--- src/rtl/fs_pkg.sv ---
package fs_pkg;

    localparam int NSLOT = 18;
    localparam int IDX_W = $clog2(NSLOT);
    localparam int REG_W = 5;
    localparam logic [REG_W-1:0] SP_REG = 5'd29;

    typedef enum logic [1:0] {
        ST_IDLE,
        ST_SCAN,
        ST_ACCESS,
        ST_FINISH
    } fs_state_e;

    // incoming-argument count per argument code
    function automatic logic [2:0] arg_count(input logic [3:0] code);
        case (code)
            4'd4, 4'd5, 4'd6, 4'd7: arg_count = 3'd1;
            4'd8, 4'd9, 4'd10:      arg_count = 3'd2;
            4'd12, 4'd13:           arg_count = 3'd3;
            4'd14:                  arg_count = 3'd4;
            default:                arg_count = 3'd0;
        endcase
    endfunction

    // static-register count per argument code
    function automatic logic [2:0] static_count(input logic [3:0] code);
        case (code)
            4'd1, 4'd5, 4'd9, 4'd13: static_count = 3'd1;
            4'd2, 4'd6, 4'd10:       static_count = 3'd2;
            4'd3, 4'd7:              static_count = 3'd3;
            4'd11:                   static_count = 3'd4;
            default:                 static_count = 3'd0;
        endcase
    endfunction

endpackage

--- src/rtl/fs_decode.sv ---
module fs_decode
    import fs_pkg::*;
#(
    parameter int FS_W = 4,
    localparam int FRAME_W = 2 * FS_W + 3
) (
    input  logic               is_save,
    input  logic               is_ext,
    input  logic [2:0]         ramask,
    input  logic [2:0]         xcnt,
    input  logic [3:0]         acode,
    input  logic [FS_W-1:0]    fs_hi,
    input  logic [FS_W-1:0]    fs_lo,
    output logic [NSLOT-1:0]   slot_en,
    output logic [FRAME_W-1:0] frame_bytes,
    output logic               reserved
);

    logic [2:0] eff_x;
    logic [3:0] eff_a;
    logic [2:0] n_arg;
    logic [2:0] n_stat;

    always_comb begin
        eff_x    = is_ext ? xcnt : 3'd0;
        eff_a    = is_ext ? acode : 4'd0;
        reserved = is_ext && (acode == 4'd15);
        n_arg    = arg_count(eff_a);
        n_stat   = static_count(eff_a);
        if (is_ext)
            frame_bytes = {fs_hi, fs_lo, 3'b000};
        else if (fs_lo == '0)
            frame_bytes = FRAME_W'(1) << (FS_W + 3);
        else
            frame_bytes = FRAME_W'({fs_lo, 3'b000});
    end

    // slots 0..3: incoming arguments, stored by save only
    for (genvar g = 0; g < 4; g++) begin : g_arg
        assign slot_en[g] = is_save && (int'(n_arg) > g);
    end

    assign slot_en[4] = ramask[2];

    // slots 5..11: r30, r23 .. r18
    for (genvar g = 5; g < 12; g++) begin : g_xtra
        localparam int NEED = 12 - g;
        assign slot_en[g] = (int'(eff_x) >= NEED);
    end

    assign slot_en[12] = ramask[0];
    assign slot_en[13] = ramask[1];

    // slots 14..17: static r7 .. r4
    for (genvar g = 14; g < NSLOT; g++) begin : g_stat
        localparam int POS = g - 14;
        assign slot_en[g] = (int'(n_stat) > POS);
    end

endmodule

--- src/rtl/fs_slotmap.sv ---
module fs_slotmap
    import fs_pkg::*;
(
    input  logic [IDX_W-1:0] idx,
    output logic [REG_W-1:0] reg_num,
    output logic             is_arg
);

    always_comb begin
        is_arg = 1'b0;
        if (idx < IDX_W'(4)) begin
            reg_num = REG_W'(idx) + 5'd4;
            is_arg  = 1'b1;
        end else if (idx == IDX_W'(4)) begin
            reg_num = 5'd31;
        end else if (idx == IDX_W'(5)) begin
            reg_num = 5'd30;
        end else if (idx < IDX_W'(12)) begin
            reg_num = 5'd29 - REG_W'(idx);
        end else if (idx == IDX_W'(12)) begin
            reg_num = 5'd17;
        end else if (idx == IDX_W'(13)) begin
            reg_num = 5'd16;
        end else begin
            reg_num = 5'd21 - REG_W'(idx);
        end
    end

endmodule

--- src/rtl/frame_seq.sv ---
module frame_seq
    import fs_pkg::*;
#(
    parameter int XLEN = 32,
    parameter int FS_W = 4,
    localparam int FRAME_W = 2 * FS_W + 3
) (
    input  logic             clk,
    input  logic             rst_n,
    input  logic             req_valid,
    output logic             req_ready,
    input  logic             req_save,
    input  logic             req_ext,
    input  logic [2:0]       req_ramask,
    input  logic [2:0]       req_xcnt,
    input  logic [3:0]       req_acode,
    input  logic [FS_W-1:0]  req_fs_hi,
    input  logic [FS_W-1:0]  req_fs_lo,
    input  logic [XLEN-1:0]  sp_value,
    output logic [REG_W-1:0] rf_raddr,
    input  logic [XLEN-1:0]  rf_rdata,
    output logic             rf_we,
    output logic [REG_W-1:0] rf_waddr,
    output logic [XLEN-1:0]  rf_wdata,
    output logic             mem_req,
    output logic             mem_we,
    output logic [XLEN-1:0]  mem_addr,
    output logic [31:0]      mem_wdata,
    input  logic             mem_ack,
    input  logic [31:0]      mem_rdata,
    output logic             done,
    output logic             err
);

    typedef struct packed {
        fs_state_e        state;
        logic [IDX_W-1:0] idx;
        logic [NSLOT-1:0] slot_en;
        logic             save;
        logic [XLEN-1:0]  frame;
        logic [XLEN-1:0]  sp;
        logic [XLEN-1:0]  ptr;
        logic             mem_req;
        logic             mem_we;
        logic [XLEN-1:0]  mem_addr;
        logic [31:0]      mem_wdata;
        logic             rf_we;
        logic [REG_W-1:0] rf_waddr;
        logic [XLEN-1:0]  rf_wdata;
        logic             done;
        logic             err;
    } seq_t;

    seq_t q, d;

    logic [NSLOT-1:0]   dec_slot_en;
    logic [FRAME_W-1:0] dec_frame;
    logic               dec_reserved;
    logic [REG_W-1:0]   cur_reg;
    logic               cur_is_arg;
    logic               last_slot;
    logic [XLEN-1:0]    req_frame;

    fs_decode #(.FS_W(FS_W)) i_decode (
        .is_save     (req_save),
        .is_ext      (req_ext),
        .ramask      (req_ramask),
        .xcnt        (req_xcnt),
        .acode       (req_acode),
        .fs_hi       (req_fs_hi),
        .fs_lo       (req_fs_lo),
        .slot_en     (dec_slot_en),
        .frame_bytes (dec_frame),
        .reserved    (dec_reserved)
    );

    fs_slotmap i_slotmap (
        .idx     (q.idx),
        .reg_num (cur_reg),
        .is_arg  (cur_is_arg)
    );

    assign last_slot = (q.idx == IDX_W'(NSLOT - 1));
    assign req_frame = XLEN'(dec_frame);

    always_comb begin
        d = q;
        d.done  = 1'b0;
        d.err   = 1'b0;
        d.rf_we = 1'b0;

        case (q.state)
            ST_IDLE: begin
                if (req_valid) begin
                    if (dec_reserved) begin
                        d.done = 1'b1;
                        d.err  = 1'b1;
                    end else begin
                        d.state   = ST_SCAN;
                        d.idx     = '0;
                        d.slot_en = dec_slot_en;
                        d.save    = req_save;
                        d.frame   = req_frame;
                        d.sp      = sp_value;
                        d.ptr     = req_save ? sp_value : sp_value + req_frame;
                    end
                end
            end

            ST_SCAN: begin
                if (q.slot_en[q.idx]) begin
                    if (cur_is_arg) begin
                        d.mem_addr = q.sp + XLEN'({q.idx, 2'b00});
                    end else begin
                        d.mem_addr = q.ptr - XLEN'(4);
                        d.ptr      = q.ptr - XLEN'(4);
                    end
                    d.mem_req   = 1'b1;
                    d.mem_we    = q.save;
                    d.mem_wdata = rf_rdata[31:0];
                    d.state     = ST_ACCESS;
                end else if (last_slot) begin
                    d.state = ST_FINISH;
                end else begin
                    d.idx = q.idx + 1'b1;
                end
            end

            ST_ACCESS: begin
                if (mem_ack) begin
                    d.mem_req = 1'b0;
                    if (!q.save) begin
                        d.rf_we    = 1'b1;
                        d.rf_waddr = cur_reg;
                        d.rf_wdata = XLEN'($signed(mem_rdata));
                    end
                    if (last_slot)
                        d.state = ST_FINISH;
                    else begin
                        d.idx   = q.idx + 1'b1;
                        d.state = ST_SCAN;
                    end
                end
            end

            ST_FINISH: begin
                d.rf_we    = 1'b1;
                d.rf_waddr = SP_REG;
                d.rf_wdata = q.save ? q.sp - q.frame : q.sp + q.frame;
                d.done     = 1'b1;
                d.state    = ST_IDLE;
            end

            default: d.state = ST_IDLE;
        endcase
    end

    always_ff @(posedge clk or negedge rst_n) begin
        if (!rst_n) begin
            q       <= '0;
            q.state <= ST_IDLE;
        end else begin
            q <= d;
        end
    end

    assign req_ready = (q.state == ST_IDLE);
    assign rf_raddr  = cur_reg;
    assign rf_we     = q.rf_we;
    assign rf_waddr  = q.rf_waddr;
    assign rf_wdata  = q.rf_wdata;
    assign mem_req   = q.mem_req;
    assign mem_we    = q.mem_we;
    assign mem_addr  = q.mem_addr;
    assign mem_wdata = q.mem_wdata;
    assign done      = q.done;
    assign err       = q.err;

endmodule

--- config.mk ---
export PLATFORM = sky130hd
export DESIGN_NAME = frame_seq
export DESIGN_NICKNAME = d
export VERILOG_FILES = /design/src/rtl/fs_pkg.sv /design/src/rtl/fs_decode.sv /design/src/rtl/fs_slotmap.sv /design/src/rtl/frame_seq.sv
export SDC_FILE = /design/constraint.sdc
export NUM_CORES = 1
export LEC_CHECK = 0
export BUFFER_PORTS_ARGS = -buffer_cell sky130_fd_sc_hd__buf_4
export CAP_MARGIN = 0
export CELL_PAD_IN_SITES_DETAIL_PLACEMENT = 1
export CELL_PAD_IN_SITES_GLOBAL_PLACEMENT = 2
export CORE_MARGIN = 4
export CORE_UTILIZATION = 30
export CTS_BUF_LIST = sky130_fd_sc_hd__clkbuf_8 sky130_fd_sc_hd__clkbuf_16
export DETAILED_ROUTE_END_ITERATION = 10
export GPL_TIMING_DRIVEN = 0
export MAX_ROUTING_LAYER = met4
export PLACE_DENSITY = 0.82
export SETUP_SLACK_MARGIN = 0.05
export SLEW_MARGIN = 0
export SYNTH_ARGS = -nofsm -noshare
export SYNTH_HDL_FRONTEND = slang
export SYNTH_SLANG_ARGS = --single-unit
export TNS_END_PERCENT = 20
--- constraint.sdc ---
create_clock -name clk -period 4.73 [get_ports clk]
set_input_delay 0 -clock clk [delete_from_list [all_inputs] [get_ports clk]]
set_output_delay 0 -clock clk [all_outputs]
set_load 0.05 [all_outputs]
# After elaboration in Yosys (flattened, before gate mapping)
# Memory sizes are Yosys's and may differ from the RTL's.
# Index checks and enable logic that the tools add are counted.
classes:
  n_addsub: 9
  order_cmp: 18
  eq_ne: 17
  muxes: 38
  n_bitwise: 1
  reduce_logical: 18
ops:
  columns: ["cell", "count"]
  rows:
  - ["$mux W122", 2]
  - ["$mux W32", 4]
  - ["$mux W98", 1]
  - ["$mux W38", 2]
  - ["$pmux W38 S2", 1]
  - ["$add A32 B11 Y32", 2]
  - ["$pmux W32 S2", 1]
  - ["$mux W5", 8]
  - ["$add A32 B7 Y32", 1]
  - ["$sub A32 B11 Y32", 1]
  - ["$sub A32 B3 Y32 const B", 1]
  - ["$pmux W5 S3", 1]
  - ["$ne A2 B2 Y1 const B", 7]
  - ["$ge A3 B3 Y1 const B", 4]
  - ["$gt A3 B1 Y1 const B", 4]
  - ["$gt A3 B2 Y1 const B", 4]
  - ["$mux W11", 1]
  - ["$eq A5 B3 Y1 const B", 2]
  - ["$eq A5 B4 Y1 const B", 2]
  - ["$mux W2", 5]
  - ["$reduce_and A5 Y1", 2]
  - ["$sub A5 B5 Y5 const A", 2]
  - ["$reduce_and A3 Y1", 3]
  - ["$mux W8", 1]
  - ["other kinds (27)", 39]
totals:
  reg_bits: 207
  rom_bits: 96
  inputBits: 120
  output_inout_bits: 112
  memories: 2
mem_list:
  columns: ["memory", "depth", "word_bits", "rd", "rd_ports_with_merged_regs", "write_ports", "line", "source"]
  rows:
  - ["(name not given)", 16, 3, 1, 0, 0, "fs_pkg.sv:17", "case (code)"]
  - ["(name not given)", 16, 3, 1, 0, 0, "fs_pkg.sv:28", "case (code)"]

# Longest topological paths before layout
# Gate-level depths: netlist of the first run.
logic_depth:
  ltp_word: 10
  mapped_depth: 15
  ltp_nobuf: 15

# Hierarchy
# Synthesis of the first run repeated with hierarchy kept, for this count alone.
hier_totals:
  cells_unflattened: 1511
  area_unflattened_um2: 14088.5
modules_own_cells:
  columns: ["module", "instances", "cells_per_inst", "area_each_um2", "seq_area_each_um2"]
  rows:
  - ["frame_seq", 1, 1429, 13528.0, 5180.0]
  - ["fs_slotmap", 1, 41, 291.5, 0.0]
  - ["fs_decode", 1, 41, 269.0, 0.0]

# Worst setup path before layout of the first run
# No wires, ideal clock.
synth_path:
  kind: "register to register"
  from: "reg q[175] (netlist name)"
  to: "reg q, in the netlist rf_wdata[26]"
  t_arrival_ns: 3.792
  setup_slack_ns: 0.809
  stages_incl_launch_ff: 16
  synth_period_minus_slack_ns: 3.921
  cell_sequence: "dfrtp_1 nor3_1 nand2_1 nor4_1 ha_1 mux2i_1 ha_1 and4_1 and2_1 a211o_1 o31a_1 o41ai_1 nand3_1 a31oi_1 xor2_1 o21ai_1"
synth_between:
  elab_chain_cells: 3
synth_rtl:
  columns: ["item", "line", "source"]
  rows:
  - ["from (decl)", "frame_seq.sv:54", "seq_t q, d;"]
  - ["$add A32 B11 Y32 or $sub A32 B11 Y32 (tied branches)", "frame_seq.sv:149", "d.rf_wdata = q.save ? q.sp - q.frame : q.sp + q.frame;"]
  - ["$mux W32 *", "frame_seq.sv:149", null]
  - ["$pmux W38 S2 *", "frame_seq.sv:92", "case (q.state)"]
# Mark *: on every way between the ends. The rest lies on a longest branch, timed or not.
# A chain may end at the register's enable or synchronous reset.

# Worst setup path after layout of the first run
layout_path:
  from: "reg q[221] (netlist name)"
  to: "reg q, in the netlist mem_wdata[25]"
layout_between:
  elab_chain_cells: 3
layout_rtl:
  columns: ["item", "line", "source"]
  rows:
  - ["$bmux W1 S5", "frame_seq.sv:111", "if (q.slot_en[q.idx]) begin"]
  - ["$mux W1 (implied by the code)", "frame_seq.sv:111", null]
  - ["$reduce_and A2 Y1 (no source line)", null, null]
# No other way between the ends. The select of a mux whose other input is x is not followed.

==> results.json, run 1 <==
{
  "num_io_pins": 232,
  "r2r-start": "q[221]$_DFFE_PN0P_",
  "total_power_mw": 14.5,
  "antenna_cells_inserted": 0,
  "overflow": 0,
  "area_growth_pct": 35.0,
  "vias": 12623,
  "grt_start_max_net_pins": 104,
  "hold_start": "req_save",
  "synth_area_leaders": "dfrtp_1, nand2_1, ha_1",
  "cp_top_family": "buffers and inverters",
  "nFillCells": 5217,
  "multiInputGateArea_mm2": 0.00713,
  "syn-num-nets": 1699,
  "finalClockSkew_ps": 26.6,
  "final_common_cell": "buf_4",
  "design_area_mm2": 0.0181,
  "ir_drop_v": 0.000437,
  "drv_cap": 0,
  "synth_fa_ha_area_frac": 0.0601,
  "drt_iter0_drc": 668,
  "ys_ff_latch": 204,
  "start_util": 0.303,
  "crit_slowest_cell": "mux4_2",
  "power_frac_clock": 0.146,
  "placed_cell_area_mm2": 0.0159,
  "synth_top_family_by_area": "simple AND/OR/NAND/NOR gates",
  "path_depth": 11,
  "fin_crit_sh": 0.941,
  "wirelength_um": 50400,
  "grt_pass1_wl_um": 78400,
  "fin_nets": 2082,
  "critPathKind": "flop to flop",
  "tightestPinTransition_ps": 1330,
  "firstDrtPassIters": 5,
  "crit_path_start_kind": "flop",
  "gp_congestion": 0.898,
  "stdcell_count": 2510,
  "whs_path_depth": 4,
  "r2r-end": "mem_wdata[25]$_DFFE_PN0P_",
  "setup_viol_count_final": 0,
  "yosys.area.top_type": "dfrtp_1",
  "dp_cells": 2340,
  "die-area_mm2": 0.0480,
  "r2r_cells": 11,
  "root_buffer": "clkbuf_16",
  "die_h_um": 219,
  "synth_edf_count": 0,
  "power_density_mw_per_mm2": 801,
  "synth_xor_area_frac": 0.0707,
  "critPathArrivalTime_ps": 4920,
  "syn-cell-area_mm2": 0.0134,
  "clock_path_buffers": 3,
  "clock_latency_ps": 550,
  "drc": 0,
  "status": "finished, final reports clean",
  "post-dp-hpwl_um": 37900,
  "p_seq_frac": 0.224,
  "min_to": "q[205]$_DFFE_PN0P_",
  "crit_chain": "clkbuf_1 -> mux4_2 -> mux2i_1 -> o22ai_1 -> o21ai_1 -> or2_2 -> clkbuf_1 -> clkbuf_1 -> clkbuf_1 -> nand2_1 -> nand2_1",
  "synth_compound_area_frac": 0.168,
  "clkSinkCount": 204,
  "p_sw_mw": 7.19,
  "hold_class": "input port to flop",
  "num_rows": 77,
  "cts_tree": "yes",
  "synth_top_area_frac": 0.382,
  "cp.required_ps": 5200,
  "slew_viol_final": 0,
  "cp_max_fo": 10,
  "power.leakage_nw": 8.46,
  "drive_gt1_frac": 0.236,
  "synth-simple-area-share": 0.175,
  "period_minus_slack_ps": 4450,
  "die_width_um": 219,
  "ant_nets": 0,
  "routedWlPerCell_um": 20.1,
  "io_buffers": 231,
  "fmax_ghz": 0.225,
  "regArea_mm2": 0.00510,
  "numCtsBuffers": 26,
  "fin_util": 0.409,
  "syn_avg_cell_area_um2": 8.82,
  "ys_async_sr_fraction": 1.00,
  "pwr-share-comb": 0.629,
  "relSlewSlack": 0.108,
  "core_area_mm2": 0.0441,
  "ys_seq_area_frac": 0.382,
  "ys.flop_type": "dfrtp_1",
  "synth_cells": 1516,
  "reg2reg_slack_ps": 280,
  "grt_setup_unrepaired": "yes",
  "layout_common_cells": "buf_4, nand2_1, dfrtp_1, dlygate4sd3_1, nor2_1",
  "p_sw_frac": 0.497,
  "slowest_delay_ps": 620,
  "internal_power_mw": 7.28,
  "endpoint_kind": "flop",
  "detail_route.vias_per_cell": 5.03,
  "htree_levels": 1,
  "grt_pass1_vias": 13752,
  "cp_common_cell": "clkbuf_1",
  "critPathBufInv": 4,
  "holdWs_ps": 107,
  "synthMuxAreaShare": 0.0567,
  "ys_types": 76,
  "antenna_found_initial": 0,
  "path_clk_slew_ps": 60,
  "hold_viol": 0,
  "synth_warnings": 0,
  "grt_usage": 0.213
}
[power groups by stage]
stage / logic, mW / clock network (mW) / registers [mW]
6_report: 9.11 / 2.12 / 3.25
5_1_grt: 9.90 / 2.23 / 3.36
4_1_cts: 9.15 / 2.16 / 3.24
3_5_place_dp: 9.00 / 0 / 3.26
3_3_place_gp: 8.83 / 0 / 3.21
2_1_floorplan: 6.40 / 0 / 3.06
[cell usage after synthesis, drive strengths merged, types with 8 or more instances]
library cell,instances
mux2i,15
nor3,22
o21ai,120
xor2,57
mux2,46
a21o,24
o31ai,13
a31oi,8
clkbuf,67
buf,109
a221oi,16
nand4,12
nand2b,8
o21a,12
a21oi,71
or3,10
nor3b,8
nand3,28
a22oi,20
nor2,121
nor4,10
ha,61
xnor2,51
inv,30
dfrtp,204
and3,14
nand2,248
[per-layer routing]
| layer | share of wire | GRT usage | up-vias |
|---|---|---|---|
| met5 | 0 | - | - |
| met1 | 0.44 | 0.269 | 6329 |
| met2 | 0.50 | 0.363 | 237 |
| met4 | 0.030 | 0.0624 | 0 |
| met3 | 0.036 | 0.0234 | 79 |
| li1 | - | - | 5978 |
[worst max-delay path by stage]
stage / startpoint / end
after floorplan: q[175]$_DFFE_PN0P_ / rf_wdata[26]$_DFFE_PN0P_
after global placement: q[175]$_DFFE_PN0P_ / rf_wdata[31]$_DFFE_PN0P_
after detailed placement: q[175]$_DFFE_PN0P_ / rf_wdata[26]$_DFFE_PN0P_
after CTS: q[177]$_DFFE_PN0P_ / rf_wdata[31]$_DFFE_PN0P_
after global routing: q[177]$_DFFE_PN0P_ / rf_wdata[26]$_DFFE_PN0P_
final: q[221]$_DFFE_PN0P_ / mem_wdata[25]$_DFFE_PN0P_
[repair_timing]
action / in CTS / in global routing
gates resized for setup: 2 / 3
buffers inserted: 0 / 0
hold endpoints to repair: 255 / 0
hold buffers: 123 / 0
endpoints found under the setup margin: 7 / 23
[flip-flops by register name, indices dropped and copies added, names as in the netlist]
signal,cells
rf_wdata,32
done,1
mem_req,1
mem_wdata,32
mem_we,1
rf_waddr,5
err,1
mem_addr,32
rf_we,1
q,98
[tightest hold or removal path, cell delays in order]
cell and delay [ps]:
buf_4 130, clkbuf_1 250, nand2_1 160, o31ai_1 60
[metrics by stage]
stage,setup slack (ps),setup TNS (ps)
detailed placement,-96.7,-366
global placement,37.2,0
global route,13.3,0
CTS,90.2,0
floorplan,809,0
finish,278,0
[area by class of cell]
| class | instances | share of cell area |
|---|---|---|
| plain buffers | 176 | 0.0587 |
| well taps | 592 | 0.0410 |
| repair buffers | 355 | 0.166 |
| multi-input cells | 1105 | 0.395 |
| clock buffers | 34 | 0.0427 |
| clock inverters | 13 | 0.00762 |
| inverters | 31 | 0.00644 |
| flip-flops and latches | 204 | 0.283 |
[kinds of logic after synthesis]
| logic type | count (synthesis) |
|---|---|
| AND/OR/NAND/NOR | 517 |
| buffers and inverters | 207 |
| adder cells (fa/ha/maj) | 63 |
| AO/OA/AOI/OAI | 352 |
| multiplexers | 65 |
| flip-flops | 204 |
| XOR/XNOR | 108 |
Note: power is estimated with default switching activity, not from simulation.
==> run 2: changes to the inputs <==
--- a/config.mk
+++ b/config.mk
@@ -9,7 +9,6 @@
 export CAP_MARGIN = 0
 export CELL_PAD_IN_SITES_DETAIL_PLACEMENT = 1
 export CELL_PAD_IN_SITES_GLOBAL_PLACEMENT = 2
-export CORE_MARGIN = 4
 export CORE_UTILIZATION = 30
 export CTS_BUF_LIST = sky130_fd_sc_hd__clkbuf_8 sky130_fd_sc_hd__clkbuf_16
 export DETAILED_ROUTE_END_ITERATION = 10
==> constraint.sdc (replaced) <==
create_clock -name clk -period 4.7 [get_ports clk]
set_input_delay 0 -clock clk [delete_from_list [all_inputs] [get_ports clk]]
set_output_delay 0 -clock clk [all_outputs]
set_load 0.05 [all_outputs]
==> run 2 against run 1 <==
  * Flip-flop and latch count unchanged
  * Via count grew 0.65%
  * Sequential power is essentially flat
  * First-iteration DRC count is 4.2% lower
  * Critical path type unchanged
  * Largest power group unchanged
==> results.json, run 2 (synthesized netlist as in run 1, its figures left out) <==
{
  "wirelength_um": 49600,
  "design_area_mm2": 0.0181,
  "num_io_pins": 232,
  "p_sw_mw": 7.20,
  "die_h_um": 213,
  "fin_nets": 2084,
  "htree_levels": 1,
  "io_buffers": 231,
  "pre_cts_ws_ps": -188,
  "pwr-share-comb": 0.628,
  "tightestPinTransition_ps": 1330,
  "area_growth_pct": 35.2,
  "clock_path_buffers": 3,
  "stdcell_count": 2507,
  "cts_tree": "yes",
  "period_minus_slack_ps": 4320,
  "hold_class": "input port to async pin",
  "grt_usage": 0.224,
  "hold_viol": 0,
  "r2r-start": "q[221]$_DFFE_PN0P_",
  "setup_tns_ps": 0,
  "final_common_cell": "buf_4",
  "setup_viol_count_final": 0,
  "p_sw_frac": 0.496,
  "status": "finished, final reports clean",
  "power_frac_clock": 0.147,
  "vias": 12705,
  "regArea_mm2": 0.00510,
  "multiInputGateArea_mm2": 0.00714,
  "drt_iter0_drc": 640,
  "gp_congestion": 0.869,
  "layout_common_cells": "buf_4, nand2_1, dfrtp_1, dlygate4sd3_1, nor2_1",
  "drc": 0,
  "cp.required_ps": 5140,
  "numCtsBuffers": 26,
  "ir_drop_v": 0.000309,
  "slew_viol_final": 0,
  "top_register": "q",
  "setup_ws_ps": 377,
  "num_rows": 76,
  "power_density_mw_per_mm2": 803,
  "fmax_ghz": 0.231,
  "clkSinkCount": 204,
  "start_util": 0.307,
  "dp_cells": 2334,
  "detail_route.vias_per_cell": 5.07,
  "firstDrtPassIters": 5,
  "finalClockSkew_ps": 28.7,
  "core_area_mm2": 0.0436,
  "internal_power_mw": 7.32,
  "placed_cell_area_mm2": 0.0159,
  "drv_cap": 0,
  "post-dp-hpwl_um": 37100,
  "grt_pass1_wl_um": 76000,
  "largest_reg_flops": 98,
  "drive_gt1_frac": 0.239,
  "antenna_found_initial": 2,
  "power.leakage_nw": 8.44,
  "die-area_mm2": 0.0454,
  "fin_crit_sh": 0.920,
  "crit_start": "q[221]$_DFFE_PN0P_",
  "holdWs_ps": 69.9,
  "clock_latency_ps": 560,
  "grt_pass1_vias": 13334,
  "critPathKind": "flop to flop",
  "root_buffer": "clkbuf_16",
  "relSlewSlack": 0.104,
  "overflow": 0,
  "total_power_mw": 14.5,
  "grt_setup_unrepaired": "no",
  "critPathArrivalTime_ps": 4760,
  "die_width_um": 213,
  "nFillCells": 5157,
  "cp_max_fo": 10,
  "crit_path_start_kind": "flop",
  "endpoint_kind": "flop",
  "fin_util": 0.415,
  "path_clk_slew_ps": 60,
  "grt_start_max_net_pins": 104,
  "p_seq_frac": 0.226,
  "routedWlPerCell_um": 19.8,
  "ant_nets": 0
}
[run 2: final cells by class]
cell class	count	area share
Antenna cell	2	0.000277
Buffer	176	0.0587
Clock buffer	33	0.0419
Clock inverter	14	0.00844
Inverter	31	0.00643
Multi-Input combinational cell	1105	0.395
Sequential cell	204	0.282
Tap cell	585	0.0405
Timing Repair Buffer	357	0.167
[run 2: path summary, 6_finish.rpt]
path	end	slack, ps	depth (start not counted)
max in group asynchronous	q[204]$_DFFE_PN0P_	3570	3
worst max register to register	mem_addr[3]$_DFFE_PN0P_	380	11
worst min register to register	mem_addr[13]$_DFFE_PN0P_	480	2
worst min-delay path	mem_wdata[31]$_DFFE_PN0P_	70	2
min in group clk	q[205]$_DFFE_PN0P_	140	4
worst max-delay path	mem_addr[3]$_DFFE_PN0P_	380	11
[run 2: power groups by stage]
stage	clock network, mW	registers, mW	logic, mW
6_report	2.13	3.28	9.12
5_1_grt	2.26	3.39	9.88
4_1_cts	2.20	3.26	9.16
3_5_place_dp	0	3.28	9.01
3_3_place_gp	0	3.24	8.85
2_1_floorplan	0	3.08	6.44
[run 2: what timing repair did]
action | in CTS | in global routing
buffers inserted | 0 | 0
endpoints found under the hold margin | 258 | 0
setup endpoints to repair | 8 | 41
hold buffers | 124 | 0
gates resized for setup | 2 | 7
[run 2: worst max-delay path, stage by stage, from the launching register on]
cell and delay [ps]:
dfrtp_1 440, clkbuf_1 560, mux4_2 610, mux2i_1 150, o22ai_1 100, o21ai_1 390
or2_2 190, clkbuf_1 550, buf_1 580, clkbuf_2 440, nand2_1 90, o21ai_0 100
[run 2: routing by layer]
metal  GRT usage  vias to the layer above  wire length [µm]
met5           -                        -                 0
met4      0.0712                        0              1330
met3      0.0243                       69              1730
met2       0.375                      249             24800
met1       0.283                     6396             21700
li1            -                     5991                 -
==> run 3: changes to the inputs <==
--- a/config.mk
+++ b/config.mk
@@ -5,6 +5,7 @@
 export SDC_FILE = /design/constraint.sdc
 export NUM_CORES = 1
 export LEC_CHECK = 0
+export ABC_AREA = 1
 export BUFFER_PORTS_ARGS = -buffer_cell sky130_fd_sc_hd__buf_4
 export CAP_MARGIN = 0
 export CELL_PAD_IN_SITES_DETAIL_PLACEMENT = 1
@@ -14,7 +15,7 @@
 export DETAILED_ROUTE_END_ITERATION = 10
 export GPL_TIMING_DRIVEN = 0
 export MAX_ROUTING_LAYER = met4
-export PLACE_DENSITY = 0.82
+export PLACE_DENSITY = 0.88
 export SETUP_SLACK_MARGIN = 0.05
 export SLEW_MARGIN = 0
 export SYNTH_ARGS = -nofsm -noshare
==> run 3 against run 2 <==
  * Utilization decreased by 1.5 points
  * Register-to-register slack improved by 900 ps
  * Total power increased by 9.2%
  * Non-clock buffer count down 3
  * Area after synthesis is 14% higher
  * Critical endpoint is now rf_wdata[27]$_DFFE_PN0P_
  * Global-route usage grew 3.0 points
  * Hold slack lost 39 ps
  * Critical path depth is 3 higher
  * Maximum frequency is 26% higher
  * Largest cell class unchanged
  * Clock power up 8%
  * Flip-flop and latch count stayed put
==> results.json, run 3 <==
{
  "nFillCells": 6460,
  "fin_crit_sh": 0.728,
  "path_clk_slew_ps": 60,
  "finalClockSkew_ps": 19.7,
  "design_area_mm2": 0.0200,
  "ant_nets": 0,
  "power.leakage_nw": 10.4,
  "ys_types": 46,
  "cp_top_family": "simple AND/OR/NAND/NOR gates",
  "clock_latency_ps": 560,
  "synth_warnings": 0,
  "drive_gt1_frac": 0.157,
  "cts_setup_buffers": 0,
  "power_density_mw_per_mm2": 791,
  "die_width_um": 227,
  "yosys.area.top_type": "dfrtp_1",
  "grt_pass1_vias": 17377,
  "status": "finished, final reports clean",
  "cts-resized-gates": 0,
  "reg2reg_slack_ps": 1280,
  "total_power_mw": 15.9,
  "grt_start_max_net_pins": 115,
  "period_minus_slack_ps": 3420,
  "post-dp-hpwl_um": 50000,
  "grt_pass1_wl_um": 98300,
  "drv_cap": 0,
  "io_buffers": 231,
  "critPathArrivalTime_ps": 3910,
  "setup_ws_ps": 1280,
  "cp_max_fo": 10,
  "cp.required_ps": 5190,
  "relSlewSlack": 0.485,
  "syn_avg_cell_area_um2": 6.60,
  "overflow": 0,
  "num_rows": 82,
  "largest_reg_flops": 98,
  "holdWs_ps": 30.6,
  "die_h_um": 227,
  "r2r-start": "q[202]$_DFFE_PN0P_",
  "placed_cell_area_mm2": 0.0178,
  "ys.flop_type": "dfrtp_1",
  "crit_chain": "clkbuf_1 -> inv_1 -> clkbuf_1 -> nand2_1 -> o21a_1 -> ha_1 -> nand2_1 -> nor2_1 -> inv_1 -> nor3_1 -> nand3b_1 -> nand3_1 -> nand3_1 -> a21oi_1",
  "grt_usage": 0.254,
  "synth_area_leaders": "dfrtp_1, nand2_1, inv_1",
  "stdcell_count": 3380,
  "r2r_cells": 14,
  "area_growth_pct": 31.9,
  "firstDrtPassIters": 5,
  "clkSinkCount": 204,
  "numCtsBuffers": 26,
  "pre_cts_ws_ps": 1300,
  "endpoint_kind": "flop",
  "route.met3.wl_um": 1970,
  "wirelength_um": 63200,
  "fin_util": 0.400,
  "gp_congestion": 0.933,
  "core_area_mm2": 0.0501,
  "grt_setup_unrepaired": "no",
  "dp_cells": 3206,
  "r2r-end": "rf_wdata[27]$_DFFE_PN0P_",
  "die-area_mm2": 0.0516,
  "setup_tns_ps": 0,
  "crit_path_start_kind": "flop",
  "setup_viol_count_final": 0,
  "wl_met1_um": 27900,
  "ys_top_cells_by_count": "nand2_1, inv_1, nor2_1",
  "synth_top_area_frac": 0.336,
  "fmax_ghz": 0.292,
  "wl_met2_um": 31600,
  "syn-num-nets": 2485,
  "final_common_cell": "nand2_1",
  "synth_edf_count": 0,
  "synth.most_common_cell": "nand2_1",
  "critPathBufInv": 4,
  "antenna_found_initial": 2,
  "maxUsedRoutingLayer": "met4",
  "root_buffer": "clkbuf_16",
  "top_register": "q",
  "drt_iter0_drc": 761,
  "tightestPinTransition_ps": 773,
  "num_io_pins": 232,
  "cts_tree": "yes",
  "detail_route.vias_per_cell": 4.89,
  "routedWlPerCell_um": 18.7,
  "drc": 0,
  "slew_viol_final": 0,
  "ir_drop_v": 0.000322,
  "hold_viol": 0,
  "syn-cell-area_mm2": 0.0152,
  "critPathKind": "flop to flop",
  "vias": 16533,
  "slowest_delay_ps": 430,
  "synth_cells": 2302,
  "layout_common_cells": "nand2_1, buf_4, inv_1, nor2_1, dfrtp_1",
  "hold_class": "input port to async pin",
  "crit_slowest_cell": "ha_1",
  "ys_async_sr_fraction": 1.00,
  "start_util": 0.304,
  "htree_levels": 1,
  "clock_path_buffers": 3,
  "ys_ff_latch": 204,
  "ys_seq_area_frac": 0.336,
  "fin_nets": 2870
}
-- run 3: cell count changes after synthesis, sizes merged, moves of 16 or more --
cell	delta
a21oi	+65
a21o	-24
xnor2	-35
nand4	+21
a22oi	-20
nand3	+127
nand2	+539
xor2	-23
mux2	-46
clkbuf	-28
nor2	+98
buf	+25
inv	+215
a221oi	-16
-- run 3: power by group --
part           switching [mW]  total (mW)  internal (mW)
Sequential              0.802        3.34           2.54
Combinational            6.88        10.2           3.34
Clock                   0.833        2.30           1.47
Total                    8.51        15.9           7.34
-- run 3: layer usage --
metal | vias to the layer above | GRT usage
met1 | 8109 | 0.317
li1 | 8009 | -
met5 | - | -
met2 | 324 | 0.439
met4 | 0 | 0.0697
met3 | 91 | 0.0187
-- run 3: how the worst max path moves through the flow --
| stage | start | endpoint | cells after the start |
|---|---|---|---|
| global placement | q[202]$_DFFE_PN0P_ | rf_wdata[27]$_DFFE_PN0P_ | 14 |
| global route | q[202]$_DFFE_PN0P_ | rf_wdata[28]$_DFFE_PN0P_ | 14 |
| detailed placement | q[202]$_DFFE_PN0P_ | rf_wdata[28]$_DFFE_PN0P_ | 14 |
| finish | q[202]$_DFFE_PN0P_ | rf_wdata[27]$_DFFE_PN0P_ | 14 |
| floorplan | q[202]$_DFFE_PN0P_ | rf_wdata[18]$_DFFE_PN0P_ | 16 |
| CTS | q[202]$_DFFE_PN0P_ | rf_wdata[28]$_DFFE_PN0P_ | 14 |
-- run 3: worst register-to-register path, cell delays in order (launching register included) --
cell	delay [ps]
dfrtp_1	380
clkbuf_1	220
inv_1	120
clkbuf_1	350
nand2_1	210
o21a_1	250
ha_1	430
nand2_1	120
nor2_1	210
inv_1	90
nor3_1	250
nand3b_1	180
nand3_1	120
nand3_1	210
a21oi_1	210
-- run 3: layout make-up --
class | count | area [µm²] | area share
Antenna cell | 1 | 2.50 | 0.000125
Buffer | 173 | 1090 | 0.0542
Clock buffer | 30 | 717 | 0.0358
Clock inverter | 18 | 263 | 0.0131
Inverter | 246 | 926 | 0.0462
Multi-Input combinational cell | 1679 | 8090 | 0.403
Sequential cell | 204 | 5100 | 0.255
Tap cell | 672 | 841 | 0.0419
Timing Repair Buffer | 357 | 3020 | 0.151
-- run 3: logic make-up after synthesis --
logic type	count (synthesis)	synth area share
AOI/OAI and AO/OA	309	0.109
xor gates and xnor gates	50	0.0288
adders and majority gates	63	0.0528
buffers and inverters	419	0.132
DFF	204	0.336
muxes	2	0.00132
and+or+nand+nor	1255	0.340
-- run 3: timing repair --
item / CTS / global route
hold buffers: 125 / 0
hold endpoints to repair: 244 / 0
endpoints found under the setup margin: 0 / 0
